<file path="src/rtl/sspc_pkg.sv">
`timescale 1ns/1ps
package sspc_pkg;

    typedef enum logic [1:0] {
        FMT_SPI   = 2'b00,
        FMT_SYNC  = 2'b01,
        FMT_UWIRE = 2'b10,
        FMT_RSVD  = 2'b11
    } fmt_e;

    typedef enum logic [1:0] {
        SCK_IDLE = 2'b00,
        SCK_LOW  = 2'b01,
        SCK_HIGH = 2'b10
    } sck_state_e;

endpackage

</file>
<file path="src/rtl/sspc_cfg_reg.sv">
`timescale 1ns/1ps
module sspc_cfg_reg #(
    parameter int WORD_W  = 32,
    parameter int SCR_W   = 8,
    parameter int SCR_LSB = 8
) (
    input  logic              clk,
    input  logic              rst_n,
    input  logic              wr_en,
    input  logic [WORD_W-1:0] wr_data,
    output logic [WORD_W-1:0] rd_data,
    output logic [SCR_W-1:0]  scr_d,
    output logic              ecs_d,
    output logic              sse_d,
    output logic              sse_q,
    output logic [1:0]        frf_q,
    output logic              flush_q
);
    localparam int SSE_BIT = SCR_LSB - 1;
    localparam int ECS_BIT = SCR_LSB - 2;
    localparam int FRF_LSB = SCR_LSB - 4;
    localparam int TOP_BIT = SCR_LSB + SCR_W;

    logic [SCR_W-1:0] scr_q;
    logic             ecs_q;
    logic             unused_wr;

    assign unused_wr = ^{wr_data[WORD_W-1:TOP_BIT], wr_data[FRF_LSB-1:0]};

    // Values a write in this cycle will leave in the word.
    assign scr_d = wr_en ? wr_data[SCR_LSB +: SCR_W] : scr_q;
    assign ecs_d = wr_en ? wr_data[ECS_BIT]          : ecs_q;
    assign sse_d = wr_en ? wr_data[SSE_BIT]          : sse_q;

    // Only the enable bit and the flush pulse are reset.
    always_ff @(posedge clk) begin
        if (!rst_n) begin
            sse_q   <= 1'b0;
            flush_q <= 1'b0;
        end else begin
            sse_q   <= sse_d;
            flush_q <= sse_q & ~sse_d;
        end
    end

    // Configuration fields have no reset and survive a disable.
    always_ff @(posedge clk) begin
        if (wr_en) begin
            scr_q <= wr_data[SCR_LSB +: SCR_W];
            ecs_q <= wr_data[ECS_BIT];
            frf_q <= wr_data[FRF_LSB +: 2];
        end
    end

    always_comb begin
        rd_data                    = '0;
        rd_data[SCR_LSB +: SCR_W]  = scr_q;
        rd_data[SSE_BIT]           = sse_q;
        rd_data[ECS_BIT]           = ecs_q;
        rd_data[FRF_LSB +: 2]      = frf_q;
    end

endmodule

</file>
<file path="src/rtl/sspc_ext_sync.sv">
`timescale 1ns/1ps
module sspc_ext_sync #(
    parameter int STAGES = 2
) (
    input  logic clk,
    input  logic rst_n,
    input  logic ext_clk,
    output logic ext_tick
);
    logic [STAGES-1:0] chain;
    logic              last_q;

    always_ff @(posedge clk) begin
        if (!rst_n) chain[0] <= 1'b0;
        else        chain[0] <= ext_clk;
    end

    for (genvar g = 1; g < STAGES; g++) begin : g_stage
        always_ff @(posedge clk) begin
            if (!rst_n) chain[g] <= 1'b0;
            else        chain[g] <= chain[g-1];
        end
    end

    always_ff @(posedge clk) begin
        if (!rst_n) last_q <= 1'b0;
        else        last_q <= chain[STAGES-1];
    end

    assign ext_tick = chain[STAGES-1] & ~last_q;

endmodule

</file>
<file path="src/rtl/sspc_clk_gen.sv">
`timescale 1ns/1ps
module sspc_clk_gen
    import sspc_pkg::*;
#(
    parameter int SCR_W = 8
) (
    input  logic             clk,
    input  logic             rst_n,
    input  logic             sse_d,
    input  logic [SCR_W-1:0] scr_d,
    input  logic             ecs_d,
    input  logic             ext_tick,
    output logic             sclk,
    output logic             rise_stb,
    output logic             fall_stb
);
    sck_state_e       state, state_n;
    logic [SCR_W-1:0] cnt, cnt_n;
    logic [SCR_W-1:0] act_scr, act_scr_n;
    logic             act_ecs, act_ecs_n;
    logic             rise_q, rise_n, fall_q, fall_n;
    logic             tick, last;

    // State register.
    always_ff @(posedge clk) begin
        if (!rst_n) begin
            state   <= SCK_IDLE;
            cnt     <= '0;
            act_scr <= '0;
            act_ecs <= 1'b0;
            rise_q  <= 1'b0;
            fall_q  <= 1'b0;
        end else begin
            state   <= state_n;
            cnt     <= cnt_n;
            act_scr <= act_scr_n;
            act_ecs <= act_ecs_n;
            rise_q  <= rise_n;
            fall_q  <= fall_n;
        end
    end

    assign tick = act_ecs ? ext_tick : 1'b1;
    assign last = (cnt == act_scr);

    // Next state and edge decisions.
    always_comb begin
        state_n   = state;
        cnt_n     = cnt;
        act_scr_n = act_scr;
        act_ecs_n = act_ecs;
        rise_n    = 1'b0;
        fall_n    = 1'b0;
        unique case (state)
            SCK_IDLE: begin
                if (sse_d) begin
                    state_n   = SCK_LOW;
                    cnt_n     = '0;
                    act_scr_n = scr_d;
                    act_ecs_n = ecs_d;
                end
            end
            SCK_LOW: begin
                if (tick) begin
                    if (last) begin
                        state_n = SCK_HIGH;
                        cnt_n   = '0;
                        rise_n  = 1'b1;
                    end else begin
                        cnt_n = cnt + 1'b1;
                    end
                end
            end
            SCK_HIGH: begin
                if (tick) begin
                    if (last) begin
                        state_n   = SCK_LOW;
                        cnt_n     = '0;
                        fall_n    = 1'b1;
                        act_scr_n = scr_d;
                        act_ecs_n = ecs_d;
                    end else begin
                        cnt_n = cnt + 1'b1;
                    end
                end
            end
            default: state_n = SCK_IDLE;
        endcase
        if (!sse_d) begin
            state_n = SCK_IDLE;
            cnt_n   = '0;
            rise_n  = 1'b0;
            fall_n  = 1'b0;
        end
    end

    // Outputs.
    always_comb begin
        sclk     = (state == SCK_HIGH);
        rise_stb = rise_q;
        fall_stb = fall_q;
    end

endmodule

</file>
<file path="src/rtl/sspc_edge_sel.sv">
`timescale 1ns/1ps
module sspc_edge_sel
    import sspc_pkg::*;
(
    input  logic [1:0] frf,
    input  logic       rise_stb,
    input  logic       fall_stb,
    output logic       drive_stb,
    output logic       sample_stb
);
    always_comb begin
        unique case (fmt_e'(frf))
            FMT_SYNC: begin
                drive_stb  = rise_stb;
                sample_stb = fall_stb;
            end
            FMT_SPI, FMT_UWIRE, FMT_RSVD: begin
                drive_stb  = fall_stb;
                sample_stb = rise_stb;
            end
            default: begin
                drive_stb  = fall_stb;
                sample_stb = rise_stb;
            end
        endcase
    end
endmodule

</file>
<file path="src/rtl/sspc_top.sv">
`timescale 1ns/1ps
module sspc_top #(
    parameter int WORD_W      = 32,
    parameter int SCR_W       = 8,
    parameter int SCR_LSB     = 8,
    parameter int SYNC_STAGES = 2
) (
    input  logic              clk,
    input  logic              rst_n,
    input  logic              wr_en,
    input  logic [WORD_W-1:0] wr_data,
    output logic [WORD_W-1:0] rd_data,
    input  logic              ext_clk,
    output logic              sclk_out,
    output logic              drive_stb,
    output logic              sample_stb,
    output logic              port_en,
    output logic [1:0]        frame_fmt,
    output logic              fifo_flush
);
    logic [SCR_W-1:0] scr_d;
    logic             ecs_d, sse_d, sse_q, flush_q;
    logic [1:0]       frf_q;
    logic             ext_tick, rise_stb, fall_stb;

    sspc_cfg_reg #(.WORD_W(WORD_W), .SCR_W(SCR_W), .SCR_LSB(SCR_LSB)) u_cfg (
        .clk(clk), .rst_n(rst_n), .wr_en(wr_en), .wr_data(wr_data),
        .rd_data(rd_data), .scr_d(scr_d), .ecs_d(ecs_d), .sse_d(sse_d),
        .sse_q(sse_q), .frf_q(frf_q), .flush_q(flush_q)
    );

    sspc_ext_sync #(.STAGES(SYNC_STAGES)) u_sync (
        .clk(clk), .rst_n(rst_n), .ext_clk(ext_clk), .ext_tick(ext_tick)
    );

    sspc_clk_gen #(.SCR_W(SCR_W)) u_gen (
        .clk(clk), .rst_n(rst_n), .sse_d(sse_d), .scr_d(scr_d),
        .ecs_d(ecs_d), .ext_tick(ext_tick), .sclk(sclk_out),
        .rise_stb(rise_stb), .fall_stb(fall_stb)
    );

    sspc_edge_sel u_edge (
        .frf(frf_q), .rise_stb(rise_stb), .fall_stb(fall_stb),
        .drive_stb(drive_stb), .sample_stb(sample_stb)
    );

    assign port_en    = sse_q;
    assign frame_fmt  = frf_q;
    assign fifo_flush = flush_q;

endmodule

</file>
<file path="config.mk">
export PLATFORM = sky130hd
export DESIGN_NAME = sspc_top
export DESIGN_NICKNAME = d
export VERILOG_FILES = /design/src/rtl/sspc_pkg.sv /design/src/rtl/sspc_cfg_reg.sv /design/src/rtl/sspc_ext_sync.sv /design/src/rtl/sspc_clk_gen.sv /design/src/rtl/sspc_edge_sel.sv /design/src/rtl/sspc_top.sv
export SDC_FILE = /design/constraint.sdc
export NUM_CORES = 1
export LEC_CHECK = 0
export CAP_MARGIN = 30
export CORE_UTILIZATION = 47
export DETAILED_ROUTE_END_ITERATION = 12
export PLACE_DENSITY = 0.88
export SLEW_MARGIN = 40
export SYNTH_ARGS = -nofsm -noshare
export SYNTH_HDL_FRONTEND = slang
export SYNTH_HIERARCHICAL = 1
export SYNTH_SLANG_ARGS = --single-unit
</file>
<file path="constraint.sdc">
create_clock -name clk -period 2.8 [get_ports clk]
set_input_delay 0.56 -clock clk [delete_from_list [all_inputs] [get_ports clk]]
set_output_delay 0.56 -clock clk [all_outputs]
set_load 0.005 [all_outputs]
</file>
# [Word level (Yosys, flattened, before mapping)]
# Index checks and enable logic that the tools add are counted.
[totals] ff_bits=37 in_bits=36 elab_cells=67
[op_classes] n_addsub=1 eq_ne=12 muxes=24 bitwise=4 reduce_logical=12
[op_table] operator="8-bit 2-to-1 mux" count=6
[op_table] operator="8-bit one-hot mux with 2 select lines" count=2
[op_table] operator="2-bit by 1-bit inequality test with 1-bit output (second input constant)" count=5
[op_table] operator="8-bit by 1-bit adder with 8-bit output (second input constant)" count=1
[op_table] operator="8-bit equality test" count=1
[op_table] operator="1-bit 2-to-1 mux" count=8
[op_table] operator="2-bit 2-to-1 mux" count=4
[op_table] operator="4-bit AND reduction" count=2
[op_table] operator="2-bit equality test (second input constant)" count=3
[op_table] operator="1-bit one-hot mux with 2 select lines" count=3
[op_table] operator="2-bit one-hot mux with 3 select lines" count=1
[op_table] operator="3-bit AND reduction" count=2
[op_table] operator="2-bit by 1-bit equality test with 1-bit output (second input constant)" count=2
[op_table] operator="2-bit logical NOT" count=2
[op_table] operator="2-bit AND reduction" count=2
[op_table] operator="2-bit nonzero test" count=2
[op_table] operator="3-bit OR reduction" count=1
[op_table] operator="1-bit AND" count=2
[op_table] operator="2-bit inequality test (second input constant)" count=1
[op_table] operator="1-bit inverter" count=2
[op_table] operator="2-bit OR reduction" count=1

# [Logic depth before layout (Yosys ltp)]
# Gate-level depths: netlist of run 1.
[depth] word_depth=5 depth_mapped=6 depth_no_buf=6

# [Cells and area by module]
# The synthesis of run 1 kept the hierarchy.
[by_module_without_submodules] mod="sspc_clk_gen" instances=1 cells_per_inst=130 area_each_um2=1124.8 seq_area_each_um2=420.4
[by_module_without_submodules] mod="sspc_cfg_reg" instances=1 cells_per_inst=51 area_each_um2=644.4 seq_area_each_um2=280.3
[by_module_without_submodules] mod="sspc_ext_sync" instances=1 cells_per_inst=7 area_each_um2=92.6 seq_area_each_um2=60.1
[by_module_without_submodules] mod="sspc_edge_sel" instances=1 cells_per_inst=3 area_each_um2=36.3 seq_area_each_um2=0.0

# [Worst setup path before layout of run 1]
# OpenSTA, ideal clock, no wires.
[synth_path] path_type="register to register" startpoint="register u_gen.cnt[6]" endpoint="register u_gen.act_ecs" setup_time_ps=72 arrival_ps=1616 required_time_ps=2728 setup_slack_ps=1112 path_stages_with_launch=7 synth_period_minus_slack_ps=1688 path_cell_list="dfxtp_1 > xor2_1 > nor4_4 > nand3_2 > a211oi_2 > buf_6 > mux2i_1"
[synth_between] elab_chain_cells=3
[synth_lines] element="start, declared" line_no="sspc_clk_gen.sv:18" source="logic [SCR_W-1:0] cnt, cnt_n;"
[synth_lines] element="start signal, assigned" line_no="sspc_clk_gen.sv:35" source="cnt <= cnt_n;"
[synth_lines] element="8-bit equality test" line_no="sspc_clk_gen.sv:44" source="assign last = (cnt == act_scr);"
[synth_lines] element="2-bit by 1-bit inequality test with 1-bit output (no line)"
[synth_lines] element="4-bit AND reduction (no line)"
[synth_lines] element="end signal, assigned" line_no="sspc_clk_gen.sv:37" source="act_ecs <= act_ecs_n;"
[synth_lines] element="end, declared" line_no="sspc_clk_gen.sv:20" source="logic act_ecs, act_ecs_n;"
# Every way passes these cells.
# A chain may end at the register's enable or synchronous reset.

# [Worst setup path after layout of run 1]
[layout_path] startpoint="register u_cfg.frf_q[0]" endpoint="output port sample_stb"
[layout_between] elab_chain_cells=3
[layout_lines] element="start, declared" line_no="sspc_cfg_reg.sv:16" source="output logic [1:0] frf_q,"
[layout_lines] element="start signal, assigned" line_no="sspc_cfg_reg.sv:51" source="frf_q <= wr_data[FRF_LSB +: 2];"
[layout_lines] element="2-bit equality test / 2-bit logical NOT (equally long branches)" line_no="sspc_edge_sel.sv:12" source="unique case (fmt_e'(frf))"
[layout_lines] element="3-bit OR reduction" line_no="sspc_edge_sel.sv:12"
[layout_lines] element="1-bit one-hot mux with 2 select lines (*)" line_no="sspc_edge_sel.sv:12"
[layout_lines] element="end, declared" line_no="sspc_top.sv:16" source="output logic sample_stb,"
# Mark *: on every way between the ends. The rest lies on a longest branch, timed or not.

==> key figures, run 1 <==
Min path
  – WHS Path Cells: 1
  – Hold_sp: u_sync/chain[0]
  – Hold path endpoint: u_sync/chain[1]
  – Worst hold path class: reg -> reg

Detailed routing
  – Initial DRC count: 27
  – Total wire length: 3.17 mm
  – Total number of vias: 1347
  – DRC: 0
  – Via-to-Cell Ratio: 4.92
  – Post-DRT Antenna Nets: 0
  – TritonRoute pass-1 iters: 5
  – Post-detailed-route wirelength per cell: 11.6 microns

Synth
  – Mapped cell area: 1900 sq um
  – Syn Area/Cell: 9.94 sq um
  – Post-synth EDFFs: 2
  – Seq cells post-synth: 37
  – Synth Instances: 191
  – Synth unique cells: 40
  – FFs w/ async S/R, synth: 0%
  – Ys Warns: 6
  – Top-area cell type share of the netlist area: 36.9%
  – Ys flop type: dfxtp_1
  – Sequential area share after synthesis: 40.1%
  – Post-synth top area cell: dfxtp_1
  – Post-synth top cells: dfxtp_1, nand2_1, buf_4, mux2i_1, mux2_4
  – Count leader, synth: dfxtp_1
  – Top cells by area, synth: dfxtp_1, buf_4, mux2_4

Power
  – Peak supply drop: 368 uV
  – P_leak: 0.973 nW
  – Power Density: 541 nW/um^2

Clock tree
  – Total CTS buffers: 5
  – Num Clock Sinks: 37
  – Post-cts gate resize count: 0
  – Clk_lat worst skew: 0.29 ns
  – Post-CTS setup repair buffer count: 0
  – CTS H-tree lvls: 2
  – Worst-path clk slew: 0.07 ns
  – CTS tree: yes
  – Clk buf depth: 2
  – Hold buffers post-CTS: 0
  – Root Driver: clkbuf_8

Final layout
  – Post-Route Utilization: 60.7%
  – Share of post-route cells with drive strength above 1: 14.6%
  – Fillers: 297
  – Nets: 266
  – Ant diodes: 0
  – Area Overhead vs Synth: 20.5%

STA
  – Setup TNS Final: 0 ns
  – Slew HR: 55.1%
  – Final setup viols: 0
  – Peak Freq: 460 MHz
  – Min Tclk post-route: 2.18 ns
  – Hold WS: 0.438 ns
  – Max-slew violations: 0
  – Clk_skew: 0.00418 ns
  – Least-Margin Pin Slew: 0.671 ns
  – RSZ-0062 raised after global routing: false
  – Final period utilization: 77.7%
  – Final Hold Fails: 0

Worst setup path
  – Required @ worst endpoint: 2.24 ns
  – RR Startpoint: u_gen/cnt[4]
  – CP max FO: 3
  – R2R Setup Slk: 0.63 ns
  – Worst R2R End: u_gen/act_scr[1]
  – Worst-case reg-to-reg path depth: 5
  – Arrival time of the worst setup path: 1.62 ns
  – Crit end category: output pin
  – Setup Crit Path Kind: reg -> out
  – Startpoint types: flip-flop

GRT
  – Largest net degree at the start of global routing: 24
  – GRT Resource Usage Total: 16.0%
  – Initial antenna violation count: 0
  – Vias in the first global route: 1231
  – First-pass GRT wire length: 5.20 mm
  – Global route overflow: 0

Outcome
  – Status: complete, no violations

Die
  – Core area: 3770 sq um
  – Die X: 65.6 microns
  – # IOs: 75
  – Die Y: 65.6 microns
  – Die footprint: 4300 sq um
  – Standard-cell row count: 22
  – Initial Utilization: 50.3%

Placed design
  – Port-buffer cells: 34
  – Post-DP HPWL: 2.31 mm
  – Placer Congestion: 0.876

Flow run
  – Max Cap Viol: 0
## cells in the final DEF, fill, tap and decap left out, drive strengths merged, types with 3 or more instances in the layout
cell type      count
a31oi              5
mux2              12
ha                 5
a21oi              4
nand3              6
nand2             34
clkbuf             7
conb              20
dfxtp             35
and3               3
mux2i             11
nor4               3
inv                3
and2               6
clkdlybuf4s50     34
nor2               6
xor2               8
## cells by family after synthesis
family          synth area share (%)
buf+inv                         11.7
flops                           40.1
other cells                    0.198
xor+xnor                        3.69
fa+ha+maj                       3.30
compound gates                  5.41
simple gates                    20.8
mux                             14.9
## flip-flops by register name (all words and copies together) (netlist names)
| register | flops |
|---|---|
| u_gen/act_ecs | 1 |
| u_gen/fall_stb | 1 |
| u_cfg/sse_q | 1 |
| u_cfg/flush_q | 1 |
| u_gen/state | 2 |
| u_sync/chain | 2 |
| u_sync/last_q | 1 |
| u_cfg/scr_q | 8 |
| u_gen/act_scr | 8 |
| u_cfg/ecs_q | 1 |
| u_cfg/frf_q | 2 |
| u_gen/cnt | 8 |
| u_gen/rise_stb | 1 |
## stage by stage
stage / power [W] / cell area (sq um) / instances / setup WS, ns
4_1_cts: 0.00125 / 2280 / 274 / 0.609
3_3_place_gp: 0.000832 / 2170 / 266 / 0.395
3_5_place_dp: 0.000843 / 2180 / 266 / 0.522
6_report: 0.00124 / 2290 / 274 / 0.624
5_1_grt: 0.00130 / 2290 / 274 / 0.489
2_1_floorplan: 0.000779 / 1970 / 210 / 1.11
## metal layers
layer	up-vias	part of all wire [%]	track usage [%]	routed length, microns
met5	-	0	0	0
met4	0	1.2	5.16	37
met3	7	5.7	6.60	181
met2	44	50	28.1	1580
met1	628	43	17.3	1370
li1	668	-	-	-
## area by class of cell
type | instances | area [sq um] | share of cell area [%]
clock buffers | 7 | 96.3 | 4.21
repair buffers | 36 | 355 | 15.5
clock inverters | 1 | 5.00 | 0.219
multi-input cells | 142 | 998 | 43.7
flip-flops and latches | 37 | 761 | 33.3
well taps | 48 | 60.1 | 2.63
inverters | 3 | 11.3 | 0.492
## report_power, final
part           internal (W)  total [W]  leakage [nW]  switching (W)
sequential         0.000567   0.000589         0.307      0.0000223
combinational      0.000130   0.000244         0.611       0.000114
clock              0.000222   0.000404        0.0542       0.000182
total              0.000919    0.00124         0.973       0.000318
## worst max-delay path by stage
stage / to / from / cells after the start
6_report: sample_stb / u_cfg/frf_q[0] / 3
5_1_grt: u_gen/act_scr[1] / u_gen/cnt[4] / 5
4_1_cts: sample_stb / u_cfg/frf_q[0] / 3
3_5_place_dp: u_gen/act_scr[1] / wr_en / 5
3_3_place_gp: u_gen/act_scr[0] / wr_en / 5
2_1_floorplan: u_gen/act_ecs / u_gen/cnt[6] / 6
## critical path: stages, from the launching register on
cell	delay (ns)
edfxtp_1	0.45
nand2b_4	0.11
mux2_2	0.33
clkdlybuf4s50_1	0.44
(Power assumes the default switching activity.)
==> inputs of run 2 (changes only) <==
Settings changed: CORE_UTILIZATION 47 to 39, PLACE_DENSITY 0.88 to 0.78.
Clock period 2.8 ns to 1.9 ns, I/O delays scaled along.
==> run 2 against run 1 <==
Against the previous run: sequential power grew 47%; global-route usage shrank 1.9 points; setup slack lost 0.57 ns; non-clock buffer count rose by 8; clock-buffer cell count decreased by 2; largest power group unchanged.
==> key figures, run 2 (synthesized netlist as in run 1, its figures left out) <==
Die
  – Initial Utilization: 40.5% (-9.9 points)
  – Die X: 71.8 microns (+9.5%)
  – Die Y: 71.8 microns (+9.5%)
  – # IOs: 75 (unchanged)
  – Standard-cell row count: 25 (+14%)
  – Core area: 4690 sq um (+24%)
  – Die footprint: 5150 sq um (+20%)

Clock tree
  – Num Clock Sinks: 37 (unchanged)
  – CTS tree: yes
  – Worst-path clk slew: 0.07 ns (about the same)
  – CTS H-tree lvls: 2 (unchanged)
  – Root Driver: clkbuf_8
  – Total CTS buffers: 5 (unchanged)
  – Clk_lat worst skew: 0.29 ns (about the same)
  – Hold buffers post-CTS: 0 (unchanged)
  – Clk buf depth: 2 (unchanged)

Worst setup path
  – Setup Crit Path Kind: reg -> out
  – Arrival time of the worst setup path: 1.46 ns (-0.16 ns)
  – Slowest-stage cell, CP: clkdlybuf4s50_1
  – CP max FO: 6 (+3)
  – Required @ worst endpoint: 1.52 ns (-0.72 ns)
  – CP Cell Sequence: inv_1, ha_4, clkdlybuf4s50_1
  – Crit end category: output pin
  – Slowest stage delay, CP: 0.51 ns (+0.06 ns)
  – Startpoint types: flip-flop

GRT
  – Met1 Track Usage GR: 15.5% (-1.9 points)
  – Initial antenna violation count: 0 (unchanged)
  – Vias in the first global route: 1303 (+5.8%)
  – Global route overflow: 0 (unchanged)
  – Largest net degree at the start of global routing: 24 (unchanged)
  – Most used routing layer: met2
  – Met3 global-route usage: 4.36% (-2.2 points)
  – First-pass GRT wire length: 5.64 mm (+8.5%)
  – GRT Resource Usage Total: 14.1% (-1.9 points)
  – Met2 usage: 24.7% (-3.4 points)

Final layout
  – Fillers: 436 (+47%)
  – Ant diodes: 0 (unchanged)
  – Final instance area: 2340 sq um (+2.2%)
  – Commonest non-fill, non-tap cells in the layout: dfxtp_1, nand2_1, clkdlybuf4s50_1, conb_1, mux2i_1
  – Nets: 274 (+3.0%)
  – Layout Cells excl Fill: 288 (+5.1%)
  – Most common cell after layout, fill and taps aside: dfxtp_1
  – Area Overhead vs Synth: 23.1%
  – Post-Route Utilization: 49.8% (-11 points)
  – Largest regs: u_cfg/scr_q (8), u_gen/act_scr (8), u_gen/cnt (8)
  – Share of post-route cells with drive strength above 1: 17.5% (+2.9 points)

STA
  – Peak Freq: 543 MHz
  – Setup slack after layout: 0.0574 ns (-0.567 ns)
  – Final period utilization: 97.0%
  – Max-slew violations: 0 (unchanged)
  – Final Hold Fails: 0 (unchanged)
  – Clk_skew: 0.00605 ns (+0.00187 ns)
  – Final setup viols: 0 (unchanged)
  – Min Tclk post-route: 1.84 ns

Power
  – Peak supply drop: 523 uV (+42%)
  – P_leak: 1.01 nW (+4.1%)
  – Power Density: 765 nW/um^2 (+41%)

Detailed routing
  – TritonRoute pass-1 iters: 4 (-1)
  – Total number of vias: 1364 (+1.3%)
  – Initial DRC count: 49 (+81%)
  – Post-detailed-route wirelength per cell: 11.5 microns (-0.39%)
  – Via-to-Cell Ratio: 4.74 (-3.7%)
  – DRC: 0 (unchanged)
  – Total wire length: 3.32 mm (+4.7%)
  – Post-DRT Antenna Nets: 0 (unchanged)

Placed design
  – Port-buffer cells: 34 (unchanged)
  – Placed cell area: 2240 sq um (+2.8%)
  – Placed Cells: 280 (+5.3%)
  – DP Worst Slack: 0.0425 ns (-0.480 ns)
  – Post-DP HPWL: 2.49 mm (+7.9%)
  – Placer Congestion: 0.824 (-6.0%)

Flow run
  – Max Cap Viol: 0 (unchanged)

Outcome
  – Status: complete, no violations

Min path
  – Worst hold path class: reg -> reg
==> run 2: cell types whose count changed in the layout (fill, tap and decap cells not counted), moves of 2 or more <==
| cell | change |
|---|---|
| clkdlybuf4s50_1 | -2 |
| buf_4 | +8 |
| dlygate4sd2_1 | +2 |
| clkbuf_8 | -2 |
==> run 2: path summary, 6_finish.rpt <==
| check | startpoint | endpoint | slack, ns | depth (start not counted) |
|---|---|---|---|---|
| min | u_sync/chain[0] | u_sync/chain[1] | 0.45 | 1 |
| min reg2reg | u_sync/chain[0] | u_sync/chain[1] | 0.45 | 1 |
| max reg2reg | u_gen/cnt[6] | u_gen/act_scr[5] | 0.13 | 6 |
| max | u_gen/state[0] | sclk_out | 0.06 | 3 |
==> run 2: timing repair <==
action                     in CTS  in global routing
setup endpoints to repair       3                  1
buffers inserted                0                  0
gates resized for setup         3                  1
gates cloned                    0                  0
hold endpoints to repair        0                  0
==> run 2: per-layer routing <==
layer	vias up	wire length (microns)	share of wire, %
li1	688	-	-
met5	-	0	0
met3	8	208	6.3
met2	43	1650	50
met4	0	36	1.1
met1	625	1420	43
==> run 2: area by class of cell <==
cell class / count / area, sq um / share of cell area, %
sequential: 37 / 761 / 32.5
clock inverter: 3 / 16.3 / 0.696
inverter: 3 / 11.3 / 0.482
tap: 54 / 67.6 / 2.89
timing repair buffer: 44 / 413 / 17.7
clock buffer: 5 / 68.8 / 2.94
multi-input combinational: 142 / 1000 / 42.8
==> run 2: worst max-delay path: cells and delay by family (launching register included) <==
family                   cells  cell delay, ns
buffers and inverters        2            0.65
flip-flops                   1            0.34
adder cells (fa/ha/maj)      1            0.19
==> run 2: power by group <==
group / internal, W / total (W) / switching (W)
clock: 0.000254 / 0.000532 / 0.000278
sequential: 0.000835 / 0.000867 / 0.0000321
combinational: 0.000219 / 0.000389 / 0.000170
total: 0.00131 / 0.00179 / 0.000480
==> run 2: metrics by stage <==
step	total power (W)	hold slack (ns)	setup TNS, ns
after floorplan	0.00115	0.406	0
after global placement	0.00126	0.420	0
after detailed placement	0.00127	0.417	0
after CTS	0.00181	0.451	0
after global routing	0.00188	0.473	-0.00191
final	0.00179	0.452	0
